File: src/rtl/rp_ctl_pkg.sv
// Package: bit positions and the control-state type shared by the upstream
// port control block. Assumes an 8-bit register image.
package rp_ctl_pkg;
    localparam int BIT_WAKE = 4;
    localparam int BIT_SUSP = 3;
    localparam int BIT_DP   = 1;
    localparam int BIT_DM   = 0;

    typedef struct packed {
        logic wake;
        logic susp;
    } ctl_t;
endpackage

File: src/rtl/rp_ctl_reg.sv
// Module: rp_ctl_reg
// Decodes bus accesses to the single register address and holds the wakeup
// and suspend control bits. Assumes one access per cycle, with writes
// landing at the clock edge. Only the two control positions are writable.
module rp_ctl_reg
    import rp_ctl_pkg::*;
#(
    parameter int         AW       = 8,
    parameter int         DW       = 8,
    parameter logic [AW-1:0] REG_ADDR = AW'(8'h5E)
) (
    input  logic          clk,
    input  logic          rst_n,
    input  logic          sel,
    input  logic          wr,
    input  logic [AW-1:0] addr,
    input  logic [DW-1:0] wdata,
    output ctl_t          ctl,
    output logic          rd_hit
);
    logic hit;

    // Address match for any access.
    always_comb begin
        hit    = sel && (addr == REG_ADDR);
        rd_hit = hit && !wr;
    end

    // Control bit storage; only the wakeup and suspend positions are taken.
    always_ff @(posedge clk) begin
        if (!rst_n) begin
            ctl <= '0;
        end else if (hit && wr) begin
            ctl.wake <= wdata[BIT_WAKE];
            ctl.susp <= wdata[BIT_SUSP];
        end
    end
endmodule

File: src/rtl/rp_line_view.sv
// Module: rp_line_view
// Produces the D+/D- readback. It is transparent while live_mode is 1,
// and otherwise shows the sample taken at the last edge with the frame
// strobe high. The capture runs on every strobe in either mode. Assumes
// the inputs are already synchronised.
module rp_line_view (
    input  logic       clk,
    input  logic       rst_n,
    input  logic       eof2_stb,
    input  logic       dp_in,
    input  logic       dm_in,
    input  logic       live_mode,
    output logic [1:0] view
);
    logic [1:0] snap;

    // Frame-aligned capture of the two line levels.
    always_ff @(posedge clk) begin
        if (!rst_n) begin
            snap <= 2'b00;
        end else if (eof2_stb) begin
            snap <= {dp_in, dm_in};
        end
    end

    // Mode selection between live and captured levels.
    always_comb begin
        view = live_mode ? {dp_in, dm_in} : snap;
    end
endmodule

File: src/rtl/rp_line_drive.sv
// Module: rp_line_drive
// Maps the control bits to the transceiver-side outputs: the K-state drive
// while waking, and the repeater block plus low-power request while
// suspended. Purely combinational; the duration is set by software.
module rp_line_drive
    import rp_ctl_pkg::*;
(
    input  ctl_t ctl,
    output logic line_oe,
    output logic dp_out,
    output logic dm_out,
    output logic rptr_block,
    output logic lowpwr_req
);
    // K state: D+ low, D- high, enabled only while waking.
    always_comb begin
        line_oe    = ctl.wake;
        dp_out     = 1'b0;
        dm_out     = ctl.wake;
        rptr_block = ctl.susp;
        lowpwr_req = ctl.susp;
    end
endmodule

File: src/rtl/usb_root_port_ctl.sv
// Module: usb_root_port_ctl
// Top of the upstream port suspend/wakeup control. Joins register decode,
// line readback and drive mapping, and assembles the read image. Assumes
// DW >= 5 so that the control bit positions fit.
module usb_root_port_ctl
    import rp_ctl_pkg::*;
#(
    parameter int            AW       = 8,
    parameter int            DW       = 8,
    parameter logic [AW-1:0] REG_ADDR = AW'(8'h5E)
) (
    input  logic          clk,
    input  logic          rst_n,
    input  logic          bus_sel,
    input  logic          bus_wr,
    input  logic [AW-1:0] bus_addr,
    input  logic [DW-1:0] bus_wdata,
    output logic [DW-1:0] bus_rdata,
    input  logic          dp_in,
    input  logic          dm_in,
    input  logic          eof2_stb,
    output logic          dp_out,
    output logic          dm_out,
    output logic          line_oe,
    output logic          rptr_block,
    output logic          lowpwr_req
);
    ctl_t       ctl;
    logic       rd_hit;
    logic [1:0] view;
    logic [DW-1:0] image;

    rp_ctl_reg #(.AW(AW), .DW(DW), .REG_ADDR(REG_ADDR)) u_reg (
        .clk   (clk),
        .rst_n (rst_n),
        .sel   (bus_sel),
        .wr    (bus_wr),
        .addr  (bus_addr),
        .wdata (bus_wdata),
        .ctl   (ctl),
        .rd_hit(rd_hit)
    );

    rp_line_view u_view (
        .clk      (clk),
        .rst_n    (rst_n),
        .eof2_stb (eof2_stb),
        .dp_in    (dp_in),
        .dm_in    (dm_in),
        .live_mode(ctl.susp),
        .view     (view)
    );

    rp_line_drive u_drive (
        .ctl       (ctl),
        .line_oe   (line_oe),
        .dp_out    (dp_out),
        .dm_out    (dm_out),
        .rptr_block(rptr_block),
        .lowpwr_req(lowpwr_req)
    );

    // Read image: control bits and line view at their positions, rest zero.
    always_comb begin
        image           = '0;
        image[BIT_WAKE] = ctl.wake;
        image[BIT_SUSP] = ctl.susp;
        image[BIT_DP]   = view[1];
        image[BIT_DM]   = view[0];
        bus_rdata       = rd_hit ? image : '0;
    end
endmodule

File: config.mk
export PLATFORM = sky130hd
export DESIGN_NAME = usb_root_port_ctl
export DESIGN_NICKNAME = d
export VERILOG_FILES = /design/src/rtl/rp_ctl_pkg.sv /design/src/rtl/rp_ctl_reg.sv /design/src/rtl/rp_line_view.sv /design/src/rtl/rp_line_drive.sv /design/src/rtl/usb_root_port_ctl.sv
export SDC_FILE = /design/constraint.sdc
export NUM_CORES = 1
export LEC_CHECK = 0
export CAP_MARGIN = 40
export CORE_AREA = 2 2 39 41
export CTS_CLUSTER_DIAMETER = 100
export DETAILED_ROUTE_END_ITERATION = 7
export DIE_AREA = 0 0 41 43
export GPL_TIMING_DRIVEN = 0
export MAX_ROUTING_LAYER = met4
export PLACE_DENSITY = 0.77
export REMOVE_ABC_BUFFERS = 1
export SYNTH_ARGS = -nofsm -noshare
export SYNTH_HDL_FRONTEND = slang
export SYNTH_HIERARCHICAL = 1
export SYNTH_SLANG_ARGS = --single-unit
File: constraint.sdc
create_clock -name clk -period 1.7 [get_ports clk]
set_input_delay 0.34 -clock clk [delete_from_list [all_inputs] [get_ports clk]]
set_output_delay 0.34 -clock clk [all_outputs]
set_load 0.05 [all_outputs]
After elaboration in Yosys (flattened, before gate mapping)
Cells that the tools add are included.

word-level totals
  register bits = 4
  bits of input ports = 23
  output and inout bits = 13

cells by class
  equality and inequality tests = 1
  muxes and demuxes = 2
  reduce and logical (&&, ||, !) cells = 4

operators by type and width
  kind                  number
  $eq A8 B7 Y1 const B  1
  $mux W5               1
  $logic_and A1 B1 Y1   3
  $mux W2               1
  $logic_not A1 Y1      1

Longest topological paths before layout
  depth after elaboration = 4
  gate-level depth with buffers = 3

By module
The synthesis kept the hierarchy.

by module, submodules not included
  module             times used  cells an instance  area an instance (um^2)  seq. area each (um^2)
  rp_ctl_reg         1           17                 152.6                    40.0
  rp_line_view       1           8                  95.1                     40.0
  usb_root_port_ctl  1           9                  58.8                     0.0
  rp_line_drive      1           6                  41.3                     0.0

Least setup slack after synthesis
Ideal clock, no wire load.

  kind = in2out
  start = input bus_addr[0]
  end = output bus_rdata[0]
  arrival = 1.465 ns
  required time = 1.360 ns
  path slack = -0.105 ns
  stages = 3
  cells stage by stage = or4b_1 > nor3_2 > and2_1

on the way
  word-level cells in the longest chain between the ends = 4

ends and longest elaborated chain
  element              line                     RTL
  start: declaration   usb_root_port_ctl.sv:16  input logic [AW-1:0] bus_addr,
  $eq A8 B7 Y1         rp_ctl_reg.sv:25         hit = sel && (addr == REG_ADDR);
  $logic_and A1 B1 Y1  rp_ctl_reg.sv:25
  $logic_and A1 B1 Y1  rp_ctl_reg.sv:26         rd_hit = hit && !wr;
  via rd_hit           usb_root_port_ctl.sv:29  logic rd_hit;
  $mux W5              usb_root_port_ctl.sv:70  bus_rdata = rd_hit ? image : '0;
  end: declaration     usb_root_port_ctl.sv:18  output logic [DW-1:0] bus_rdata,

The timed path passes the listed nets, and every way through them passes these cells.

Worst setup path in the final report
  start = input bus_addr[0]
  end = output bus_rdata[1]

Same word-level chain as after synthesis.

==> impl_metrics.tcl <==
set metrics [dict create \
    gp_congestion 0.792 \
    fin_skew_ns 0 \
    yosys.area.top_type "dfxtp_1" \
    coreArea_mm2 0.00138 \
    min_period_over_period 1.06 \
    route.vias.total 362 \
    clkTransAtPathRegs_ns 0.04 \
    syn-cell-area_um2 348 \
    yosysMostFrequentCell "buf_4" \
    port_buffers 24 \
    dieArea_mm2 0.00176 \
    avgSynthCellArea_um2 8.70 \
    fin_nets 88 \
    setup_violations 4 \
    cap_violations 0 \
    yosysSeqAreaShare 0.230 \
    antenna_found_initial 0 \
    crit_required_ns 1.36 \
    finalWirelength_um 839 \
    fin_util 0.451 \
    avgViaCountPerCell 4.58 \
    area_growth_pct 79.5 \
    cts_root_buf "clkbuf_4" \
    die_y_um 43 \
    power_leakage_nw 0.310 \
    post_drt_wl_per_cell_um 10.6 \
    synth_common_cells "buf_4, and2_1, dfxtp_1" \
    cts.sinks 4 \
    rows 14 \
    critPathLaunchType "input pin" \
    nFillCells 149 \
    ys_seq_elements 4 \
    drt_pass1_iterations 4 \
    start_util 0.251 \
    rsz0062_at_grt "true" \
    setup_slack_ns -0.102 \
    synth_area_leaders "dfxtp_1, buf_4, and2_1, mux2_2, mux2i_1" \
    cts-buffers-inserted 3 \
    layout_min_cycle_time_ns 1.80 \
    io_pins 36 \
    postRouteAntennaNets 0 \
    grt_pass1_wl_mm 1.28 \
    async_flop_share 0 \
    rrSetupSlack_ns 0.98 \
    die_x_um 41 \
    synth_top_area_frac 0.230 \
    power_density_mw_per_mm2 479 \
    ys_warn_count 6 \
    drt_iter0_drc 2 \
    slew_viol_final 0 \
    critPathCaptureType "primary output" \
    worstPathMaxFanout 4 \
    hp-class "input pin to register" \
    grt_use_total 0.113 \
    overflow 0 \
    hold_violations 0 \
    drive_above_1_share 0.365 \
    dpl_worst_slack_ns -1.10 \
    antenna_cells 0 \
    worstSetupPathType "input pin to primary output" \
    cp.arrival_ns 1.46 \
    cts_buffer_depth 2 \
    ir_worst_vdd_v 0.000326 \
    grt_max_degree 7 \
    netlist_instances 40 \
    violations "negative setup slack" \
    cts_tree "built" \
    clk_latency_ns 0.23 \
    synth.distinct_cells 17 \
    synth_edf_count 0 \
    htreeDepth 1 \
    grt_pass1_vias 337 \
    max_freq_mhz 555 \
    post-route-drc-count 0 \
    status "finished, violations left" \
    synth-main-ff-cell "dfxtp_1" \
]
==> report_power, final <==
part,leakage [nW],internal (mW),switching [mW],total (mW)
logic,0.264,0.0410,0.0438,0.0849
clock network,0.0138,0.0788,0.0369,0.116
registers,0.0326,0.0972,0.00123,0.0984
total,0.310,0.217,0.0820,0.299
==> worst max-delay path: stages <==
cell and delay [ns]:
buf_6 0.09, or4b_4 0.53, nor3_4 0.17, and2_4 0.18, buf_8 0.14
==> cell usage in the layout, fill, tap and decap left out <==
cell and instances:
dlygate4sd2_1 8, clkdlybuf4s50_1 6, conb_1 5, and2_4 4, buf_8 4, dfxtp_1 4, clkbuf_4 3, nand4_1 3
nor2b_1 3, dlymetal6s2s_1 2, buf_6 2, buf_2 2, o31ai_1 2, a21oi_1 2, buf_4 2, mux2_2 2
mux2i_1 2, nand2b_4 1, or4b_4 1, nor3_4 1, nand4bb_1 1, and4_1 1, and4bb_2 1, inv_1 1
==> metrics by stage <==
stage	TNS [ns]	total power [mW]	area (um^2)	hold slack (ns)	std cells
2_1_floorplan	-0.980	0.139	292	0.468	34
3_3_place_gp	-4.24	0.181	552	0.498	74
3_5_place_dp	-4.37	0.182	552	0.504	74
4_1_cts	-0.702	0.301	604	0.508	78
5_1_grt	-0.590	0.314	624	0.521	79
6_report	-0.400	0.299	624	0.471	79
==> cells by family (layout without fill, tap and decap cells) <==
logic type	count (synthesis)	in the layout	synth area share
other cells	2	5	0.0216
buf+inv	10	30	0.205
compound gates	4	4	0.0719
flops	4	4	0.230
simple gates	16	16	0.349
mux	4	4	0.122
==> timing repair <==
action,4_1_cts,5_1_grt
pin swaps,5,4
hold buffers,0,0
resized for setup,64,4
endpoints found under the setup margin,8,4
buffers inserted,1,1
==> layer usage <==
metal / wire length, um / global-route usage / vias to the layer above
met5: 0 / - / -
met4: 14 / 0.0600 / 0
met3: 80 / 0.0471 / 2
met2: 457 / 0.178 / 20
met1: 286 / 0.113 / 165
li1: - / - / 175
==> registers in the layout (all words and copies together), names as in the netlist <==
name / cells
u_reg/ctl: 2
u_view/snap: 2
==> area by class of cell <==
cell class / instances / area [um^2] / share of cell area
multi-input cells: 29 / 235 / 0.377
repair buffers: 26 / 263 / 0.421
flip-flops and latches: 4 / 80.1 / 0.128
clock buffers: 3 / 22.5 / 0.0361
inverters: 1 / 3.75 / 0.00601
well taps: 16 / 20.0 / 0.0321
==> final timing paths <==
| kind | start | endpoint | depth (start not counted) |
|---|---|---|---|
| min | bus_addr[7] | u_reg/ctl[1]$_SDFFE_PN0P_ | 4 |
| min reg2reg | u_reg/ctl[1]$_SDFFE_PN0P_ | u_reg/ctl[1]$_SDFFE_PN0P_ | 2 |
| max reg2reg | u_reg/ctl[0]$_SDFFE_PN0P_ | u_reg/ctl[0]$_SDFFE_PN0P_ | 2 |
| max | bus_addr[0] | bus_rdata[1] | 5 |
Note: power is estimated with default switching activity, not from simulation.
